**src/rtl/mcdp_pkg.sv**
```systemverilog
package mcdp_pkg;
  localparam int XLEN   = 32;
  localparam int INSN_W = 32;
  localparam int RADDR_W = 5;

  typedef enum logic [2:0] {
    ALU_AND = 3'd0,
    ALU_OR  = 3'd1,
    ALU_ADD = 3'd2,
    ALU_SUB = 3'd6,
    ALU_SLT = 3'd7
  } alu_op_e;

  typedef enum logic [1:0] {
    OPB_REG   = 2'b00,
    OPB_FOUR  = 2'b01,
    OPB_IMM   = 2'b10,
    OPB_IMMSH = 2'b11
  } opb_sel_e;

  typedef enum logic [1:0] {
    PCS_ALU    = 2'b00,
    PCS_ALUREG = 2'b01,
    PCS_JUMP   = 2'b10,
    PCS_ALT    = 2'b11
  } pc_src_e;

  localparam logic [5:0] FN_ADD = 6'h20;
  localparam logic [5:0] FN_SUB = 6'h22;
  localparam logic [5:0] FN_AND = 6'h24;
  localparam logic [5:0] FN_OR  = 6'h25;
  localparam logic [5:0] FN_SLT = 6'h2A;
endpackage

```
**src/rtl/mcdp_regfile.sv**
```systemverilog
module mcdp_regfile #(
  parameter int DW = 32,
  parameter int AW = 5
) (
  input  logic          clk,
  input  logic          rst_n,
  input  logic [AW-1:0] ra1,
  input  logic [AW-1:0] ra2,
  output logic [DW-1:0] rd1,
  output logic [DW-1:0] rd2,
  input  logic          we,
  input  logic [AW-1:0] wa,
  input  logic [DW-1:0] wd
);
  localparam int NREG = 1 << AW;

  logic [DW-1:0] rows [NREG];

  for (genvar g = 0; g < NREG; g++) begin : g_row
    if (g == 0) begin : g_zero
      // entry 0 is hard-wired, writes to it vanish
      assign rows[g] = '0;
    end else begin : g_reg
      logic [DW-1:0] q;
      always_ff @(posedge clk or negedge rst_n) begin
        if (!rst_n) q <= '0;
        else if (we && (wa == AW'(g))) q <= wd;
      end
      assign rows[g] = q;
    end
  end

  assign rd1 = rows[ra1];
  assign rd2 = rows[ra2];
endmodule

```
**src/rtl/mcdp_alu_ctl.sv**
```systemverilog
module mcdp_alu_ctl
  import mcdp_pkg::*;
(
  input  logic [1:0] aluop,
  input  logic [5:0] fn,
  output alu_op_e    op
);
  always_comb begin
    unique case (aluop)
      2'b01: op = ALU_SUB;
      2'b10: begin
        unique case (fn)
          FN_SUB:  op = ALU_SUB;
          FN_AND:  op = ALU_AND;
          FN_OR:   op = ALU_OR;
          FN_SLT:  op = ALU_SLT;
          default: op = ALU_ADD;   // FN_ADD and unknown codes
        endcase
      end
      default: op = ALU_ADD;       // 00 and 11
    endcase
  end
endmodule

```
**src/rtl/mcdp_alu.sv**
```systemverilog
module mcdp_alu
  import mcdp_pkg::*;
#(
  parameter int DW = 32
) (
  input  logic [DW-1:0] a,
  input  logic [DW-1:0] b,
  input  alu_op_e       op,
  output logic [DW-1:0] y,
  output logic          zero
);
  logic [DW-1:0] diff;
  logic          lt;

  assign diff = a - b;
  assign lt   = $signed(a) < $signed(b);

  always_comb begin
    unique case (op)
      ALU_AND: y = a & b;
      ALU_OR:  y = a | b;
      ALU_SUB: y = diff;
      ALU_SLT: y = {{(DW-1){1'b0}}, lt};
      default: y = a + b;
    endcase
  end

  assign zero = (y == '0);
endmodule

```
**src/rtl/mcdp_core.sv**
```systemverilog
module mcdp_core
  import mcdp_pkg::*;
#(
  parameter logic [XLEN-1:0] RESET_PC = '0
) (
  input  logic            clk,
  input  logic            rst_n,
  input  logic            ctl_pc_we,
  input  logic            ctl_pc_we_cond,
  input  logic            ctl_addr_sel,
  input  logic            ctl_mem_rd,
  input  logic            ctl_mem_wr,
  input  logic            ctl_ir_we,
  input  logic            ctl_wr_dst_sel,
  input  logic            ctl_rf_we,
  input  logic            ctl_wb_sel,
  input  logic            ctl_opa_sel,
  input  logic [1:0]      ctl_opb_sel,
  input  logic [1:0]      ctl_aluop,
  input  logic [1:0]      ctl_pc_src,
  output logic [XLEN-1:0] mem_addr,
  output logic [XLEN-1:0] mem_wdata,
  input  logic [XLEN-1:0] mem_rdata,
  output logic            mem_re,
  output logic            mem_we,
  output logic [5:0]      opcode,
  output logic [5:0]      funct,
  output logic            alu_zero
);
  localparam int IMM_W  = 16;
  localparam int JMP_W  = 26;
  localparam int PCHI_W = XLEN - JMP_W - 2;

  // holding registers
  logic [XLEN-1:0]   pc_q;
  logic [INSN_W-1:0] ir_q;
  logic [XLEN-1:0]   mdr_q, a_q, b_q, alu_out_q;

  // combinational nets
  logic [XLEN-1:0]    rf_rd1, rf_rd2, rf_wd;
  logic [RADDR_W-1:0] rf_wa;
  logic [XLEN-1:0]    imm_sx, imm_sh, jump_tgt;
  logic [XLEN-1:0]    opa, opb, alu_y, pc_nxt;
  logic               pc_en;
  alu_op_e            alu_op;

  // instruction register, written only on request
  always_ff @(posedge clk or negedge rst_n) begin
    if (!rst_n)         ir_q <= '0;
    else if (ctl_ir_we) ir_q <= mem_rdata;
  end

  // free-running step registers
  always_ff @(posedge clk or negedge rst_n) begin
    if (!rst_n) begin
      mdr_q     <= '0;
      a_q       <= '0;
      b_q       <= '0;
      alu_out_q <= '0;
    end else begin
      mdr_q     <= mem_rdata;
      a_q       <= rf_rd1;
      b_q       <= rf_rd2;
      alu_out_q <= alu_y;
    end
  end

  // program counter
  assign pc_en = ctl_pc_we | (ctl_pc_we_cond & alu_zero);

  always_ff @(posedge clk or negedge rst_n) begin
    if (!rst_n)     pc_q <= RESET_PC;
    else if (pc_en) pc_q <= pc_nxt;
  end

  assign jump_tgt = {pc_q[XLEN-1 -: PCHI_W], ir_q[JMP_W-1:0], 2'b00};

  always_comb begin
    unique case (pc_src_e'(ctl_pc_src))
      PCS_ALUREG: pc_nxt = alu_out_q;
      PCS_JUMP:   pc_nxt = jump_tgt;
      default:    pc_nxt = alu_y;
    endcase
  end

  // register file addressing and write-back
  assign rf_wa = ctl_wr_dst_sel ? ir_q[15:11] : ir_q[20:16];
  assign rf_wd = ctl_wb_sel ? mdr_q : alu_out_q;

  mcdp_regfile #(
    .DW (XLEN),
    .AW (RADDR_W)
  ) i_regfile (
    .clk   (clk),
    .rst_n (rst_n),
    .ra1   (ir_q[25:21]),
    .ra2   (ir_q[20:16]),
    .rd1   (rf_rd1),
    .rd2   (rf_rd2),
    .we    (ctl_rf_we),
    .wa    (rf_wa),
    .wd    (rf_wd)
  );

  // operand selection
  assign imm_sx = {{(XLEN-IMM_W){ir_q[IMM_W-1]}}, ir_q[IMM_W-1:0]};
  assign imm_sh = {imm_sx[XLEN-3:0], 2'b00};
  assign opa    = ctl_opa_sel ? a_q : pc_q;

  always_comb begin
    unique case (opb_sel_e'(ctl_opb_sel))
      OPB_REG:   opb = b_q;
      OPB_FOUR:  opb = XLEN'(4);
      OPB_IMM:   opb = imm_sx;
      default:   opb = imm_sh;
    endcase
  end

  // ALU and its control decoder
  mcdp_alu_ctl i_alu_ctl (
    .aluop (ctl_aluop),
    .fn    (ir_q[5:0]),
    .op    (alu_op)
  );

  mcdp_alu #(
    .DW (XLEN)
  ) i_alu (
    .a    (opa),
    .b    (opb),
    .op   (alu_op),
    .y    (alu_y),
    .zero (alu_zero)
  );

  // memory port and decoded fields
  assign mem_addr  = ctl_addr_sel ? alu_out_q : pc_q;
  assign mem_wdata = b_q;
  assign mem_re    = ctl_mem_rd;
  assign mem_we    = ctl_mem_wr;
  assign opcode    = ir_q[31:26];
  assign funct     = ir_q[5:0];
endmodule

```
**config.mk**
```make
export PLATFORM = sky130hd
export DESIGN_NAME = mcdp_core
export DESIGN_NICKNAME = d
export VERILOG_FILES = /design/src/rtl/mcdp_pkg.sv /design/src/rtl/mcdp_regfile.sv /design/src/rtl/mcdp_alu_ctl.sv /design/src/rtl/mcdp_alu.sv /design/src/rtl/mcdp_core.sv
export SDC_FILE = /design/constraint.sdc
export NUM_CORES = 2
export LEC_CHECK = 0
export ABC_AREA = 1
export CAP_MARGIN = 20
export CORE_MARGIN = 2
export CORE_UTILIZATION = 45
export CTS_BUF_LIST = sky130_fd_sc_hd__clkbuf_16
export DETAILED_ROUTE_END_ITERATION = 16
export DONT_BUFFER_PORTS = 1
export GPL_TIMING_DRIVEN = 1
export PLACE_DENSITY = 0.6
export SLEW_MARGIN = 5
export SYNTH_ARGS = -nofsm -noshare
export SYNTH_HDL_FRONTEND = slang
export SYNTH_SLANG_ARGS = --single-unit
```
**constraint.sdc**
```tcl
create_clock -name clk -period 7.3 [get_ports clk]
set_clock_uncertainty 0.1 [all_clocks]
set_input_delay 1.095 -clock clk [delete_from_list [all_inputs] [get_ports clk]]
set_output_delay 1.095 -clock clk [all_outputs]
set_load 0.1 [all_outputs]
```
==> impl_metrics.env <==
export IMPL_coreArea_um2=146000
export IMPL_post_cts_resized_instances=0
export IMPL_layout_net_count=8723
export IMPL_p_leak_nw=32.1
export IMPL_final_cell_area_um2=72300
export IMPL_final_hold_worst_slack_ps=215
export IMPL_max_freq_mhz=149
export IMPL_count_of_clock_tree_sinks=1184
export IMPL_fin_setup_tns_ps=0
export IMPL_layoutNonFillerInstCount=10600
export IMPL_setup_worst_path_start_class="register"
export IMPL_timing_final_setup_violations=0
export IMPL_cp_end_kind="primary output"
export IMPL_worstMarginPinSlew_ps=1190
export IMPL_clock_tree_htree_level_count=4
export IMPL_num_rows=140
export IMPL_dp_hpwl_um=165000
export IMPL_number_of_distinct_library_cells_after_synthesis=42
export IMPL_post_place_cells=10300
export IMPL_cp_max_fo=8
export IMPL_antenna_violations_before_repair=16
export IMPL_place_port_buffers=0
export IMPL_grt_setup_unrepaired="false"
export IMPL_rr_worst_depth=18
export IMPL_wire_length_of_the_first_global_routing_pass_um=413000
export IMPL_syn2layout_area_growth_pct=9.30
export IMPL_synthDominantAreaCellType="sky130_fd_sc_hd__dfrtp_1"
export IMPL_grt_total_usage_pct=36.4
export IMPL_worst_r2r_setup_slack_ps=1670
export IMPL_synth_net_count=9156
export IMPL_globalRoute_totalOverflow=0
export IMPL_cts_tree="built"
export IMPL_routed_via_count=65400
export IMPL_synthesis_instances=9004
export IMPL_outcome="complete, no violations"
export IMPL_place_ws_ps=827
export IMPL_cts_root_to_sink_buffers=3
export IMPL_clk_transition_reported_paths_ps=50
export IMPL_number_of_global_route_vias_before_repair=62100
export IMPL_place_gp_congestion=0.972
export IMPL_timing_rr_start="ir_q[5]$_DFFE_PN0P_"
export IMPL_required_ps=6110
export IMPL_antenna_violating_nets_post_route=0
export IMPL_ys_seq_elements=1184
export IMPL_cts_setup_buffers=0
export IMPL_synth_warnings=0
export IMPL_design_die_area_um2=150000
export IMPL_synthTopCellsByArea="sky130_fd_sc_hd__dfrtp_1 45%, sky130_fd_sc_hd__nand2_1 12%, sky130_fd_sc_hd__o21ai_0 12%"
export IMPL_report_power_total_mw=26.2
export IMPL_ys_seq_area_share_pct=44.8
export IMPL_top_level_pins=129
export IMPL_chipWidth_um=387
export IMPL_ir_drop_v=0.000211
export IMPL_drt_vias_per_instance=6.17
export IMPL_criticalPathCategory="register to primary output"
export IMPL_hold_buffers=0
export IMPL_detail_route_wirelength_um=279000
export IMPL_clock_tree_root_cell="sky130_fd_sc_hd__clkbuf_16"
export IMPL_synth_avg_cell_area_um2=7.35
export IMPL_finalMaxSlewViolations=0
export IMPL_drt_pre_antenna_iters=6
export IMPL_share_of_final_layout_standard_cells_stronger_than_drive_strength_1_pct=6.08
export IMPL_wire_per_inst_um=26.3
export IMPL_min_delay_path_class="input pin to async pin"
export IMPL_max_cap_violations=0
export IMPL_worstSkewPairLatency_ps=800
export IMPL_power_density_nw_per_um2=362
export IMPL_fp_dieH_um=387
export IMPL_rr_endpoint="pc_q[5]$_DFFE_PN0P_"
export IMPL_final_min_clock_period_ps=6720
export IMPL_mappedNetlistArea_um2=66200
export IMPL_final_util_pct=49.6
export IMPL_pin_count_of_the_biggest_net_entering_global_routing=157
export IMPL_numCtsBuffers=140
export IMPL_detail_route_drc_violations=0
export IMPL_cp_arrival_ps=5520
export IMPL_max_slew_margin_rel_pct=20.9
export IMPL_synth_top_cell_area_share_pct=44.8
export IMPL_final_period_utilization_pct=92.0
export IMPL_dpl_cell_area_um2=67800
export IMPL_postLayoutSetupSlackWorst_ps=582
export IMPL_initial_cell_density_of_the_core_pct=45.4
export IMPL_initialDrtViolationCount=8361
export IMPL_final_hold_viol_count=0
-- state kept, by name, summed over array words and instances (netlist names) --
register and cells:
i_regfile.g_row.g_reg.q 992, a_q 32, alu_out_q 32, ir_q 32, mdr_q 32, mem_wdata 32
pc_q 32
-- worst max path at each step --
stage                              from       end  slack (ps)  cells past startpoint
floorplan                ctl_opb_sel[1]  alu_zero         660                     24
global placement         ctl_opb_sel[1]  alu_zero         830                     20
detailed placement       ctl_opb_sel[1]  alu_zero         830                     20
CTS                 ir_q[5]$_DFFE_PN0P_  alu_zero         630                     18
global route        ir_q[5]$_DFFE_PN0P_  alu_zero         440                     18
finish              ir_q[5]$_DFFE_PN0P_  alu_zero         580                     18
-- report_power, final --
group	switching [mW]	total [mW]	internal [mW]
combinational	5.99	8.57	2.58
clock	3.01	6.99	3.98
sequential	1.73	10.6	8.86
-- layer usage --
layer / up-vias / wire length [µm] / global-route usage [%]
met2: 3771 / 122000 / 55.7
met1: 31500 / 113000 / 49.2
li1: 29400 / - / -
met4: 14 / 13100 / 16.5
met5: - / 104 / 0
met3: 797 / 30300 / 8.29
-- cell type report --
type | instances | area, µm²
Fill cell | 14400 | 73400
Clock buffer | 146 | 3650
Tap cell | 1917 | 2400
Antenna cell | 4 | 10.0
Multi-Input combinational cell | 6359 | 31300
Inverter | 689 | 2630
Sequential cell | 1184 | 29700
Clock inverter | 105 | 836
Timing Repair Buffer | 197 | 1810
-- placed cells by master (no fill, tap or decap), types with 20 or more instances in the layout --
cell	netlist	layout
sky130_fd_sc_hd__clkbuf_16	0	146
sky130_fd_sc_hd__buf_4	18	172
sky130_fd_sc_hd__nand2_1	2168	2137
sky130_fd_sc_hd__ha_1	100	100
sky130_fd_sc_hd__nand4_1	20	20
sky130_fd_sc_hd__mux2i_2	0	29
sky130_fd_sc_hd__o21ai_0	1580	1545
sky130_fd_sc_hd__o21ai_1	29	29
sky130_fd_sc_hd__dfrtp_1	1184	1176
sky130_fd_sc_hd__a31oi_1	66	66
sky130_fd_sc_hd__a22oi_1	25	25
sky130_fd_sc_hd__o21ai_2	1	35
sky130_fd_sc_hd__inv_1	683	702
sky130_fd_sc_hd__o211ai_1	320	320
sky130_fd_sc_hd__nand2_2	0	23
sky130_fd_sc_hd__a21oi_1	880	880
sky130_fd_sc_hd__nor2_1	254	249
sky130_fd_sc_hd__nand3_1	731	731
sky130_fd_sc_hd__clkinv_1	0	35
sky130_fd_sc_hd__nor3_1	82	82
-- critical path, cell delays in order (launching register included) --
cell	delay (ps)
sky130_fd_sc_hd__dfrtp_1	960
sky130_fd_sc_hd__inv_1	260
sky130_fd_sc_hd__a21oi_1	200
sky130_fd_sc_hd__o21a_1	160
sky130_fd_sc_hd__ha_1	340
sky130_fd_sc_hd__nand2_1	200
sky130_fd_sc_hd__inv_1	60
sky130_fd_sc_hd__a21oi_1	340
sky130_fd_sc_hd__nand2_1	200
sky130_fd_sc_hd__nand2_1	120
sky130_fd_sc_hd__nand2_1	120
sky130_fd_sc_hd__nand2_1	80
sky130_fd_sc_hd__a21oi_1	90
sky130_fd_sc_hd__nor2_1	310
sky130_fd_sc_hd__nand3_1	210
sky130_fd_sc_hd__nor2_1	230
sky130_fd_sc_hd__nand3_1	210
sky130_fd_sc_hd__nor4_4	270
sky130_fd_sc_hd__buf_4	350
-- logic make-up (layout without fill, tap and decap cells) --
group | Yosys count | count (layout) | share of synthesized area (%)
other | 0 | 4 | 0
DFF | 1184 | 1184 | 44.8
and+or+nand+nor | 3276 | 3276 | 20.3
muxes | 36 | 36 | 0.558
buffers and inverters | 1461 | 1137 | 8.51
AOI/OAI and AO/OA | 2940 | 2940 | 23.8
adders and majority gates | 102 | 102 | 1.95
xor gates and xnor gates | 5 | 5 | 0.0662
-- cell usage after synthesis --
| library cell | count |
|---|---|
| sky130_fd_sc_hd__a31oi_1 | 66 |
| sky130_fd_sc_hd__o21ai_1 | 29 |
| sky130_fd_sc_hd__inv_1 | 683 |
| sky130_fd_sc_hd__a21oi_1 | 880 |
| sky130_fd_sc_hd__nor2_4 | 1 |
| sky130_fd_sc_hd__a21boi_1 | 1 |
| sky130_fd_sc_hd__nand3b_1 | 3 |
| sky130_fd_sc_hd__xor2_1 | 5 |
| sky130_fd_sc_hd__nor2_2 | 5 |
| sky130_fd_sc_hd__o22ai_1 | 4 |
| sky130_fd_sc_hd__buf_1 | 71 |
| sky130_fd_sc_hd__clkbuf_2 | 2 |
| sky130_fd_sc_hd__or2_2 | 2 |
| sky130_fd_sc_hd__fa_1 | 2 |
| sky130_fd_sc_hd__nor4_1 | 4 |
| sky130_fd_sc_hd__nand3_2 | 2 |
| sky130_fd_sc_hd__o21bai_1 | 9 |
| sky130_fd_sc_hd__nor2_1 | 254 |
| sky130_fd_sc_hd__nor3_1 | 82 |
| sky130_fd_sc_hd__a21o_1 | 1 |
| sky130_fd_sc_hd__a22o_1 | 5 |
| sky130_fd_sc_hd__mux2_2 | 7 |
| sky130_fd_sc_hd__nand2_4 | 2 |
| sky130_fd_sc_hd__mux2i_1 | 29 |
| sky130_fd_sc_hd__dfrtp_1 | 1184 |
| sky130_fd_sc_hd__clkbuf_1 | 650 |
| sky130_fd_sc_hd__buf_2 | 25 |
| sky130_fd_sc_hd__buf_4 | 18 |
| sky130_fd_sc_hd__nand4_1 | 20 |
| sky130_fd_sc_hd__nand3_1 | 731 |
| sky130_fd_sc_hd__o211ai_1 | 320 |
| sky130_fd_sc_hd__and2_1 | 2 |
| sky130_fd_sc_hd__nand2_1 | 2168 |
| sky130_fd_sc_hd__inv_2 | 6 |
| sky130_fd_sc_hd__o221ai_1 | 3 |
| sky130_fd_sc_hd__o21ai_0 | 1580 |
| sky130_fd_sc_hd__o21ai_2 | 1 |
| sky130_fd_sc_hd__a22oi_1 | 25 |
| sky130_fd_sc_hd__ha_1 | 100 |
| sky130_fd_sc_hd__o21a_1 | 15 |
| sky130_fd_sc_hd__buf_6 | 6 |
| sky130_fd_sc_hd__a21boi_0 | 1 |
No activity file was read; power rests on OpenSTA's default activity.
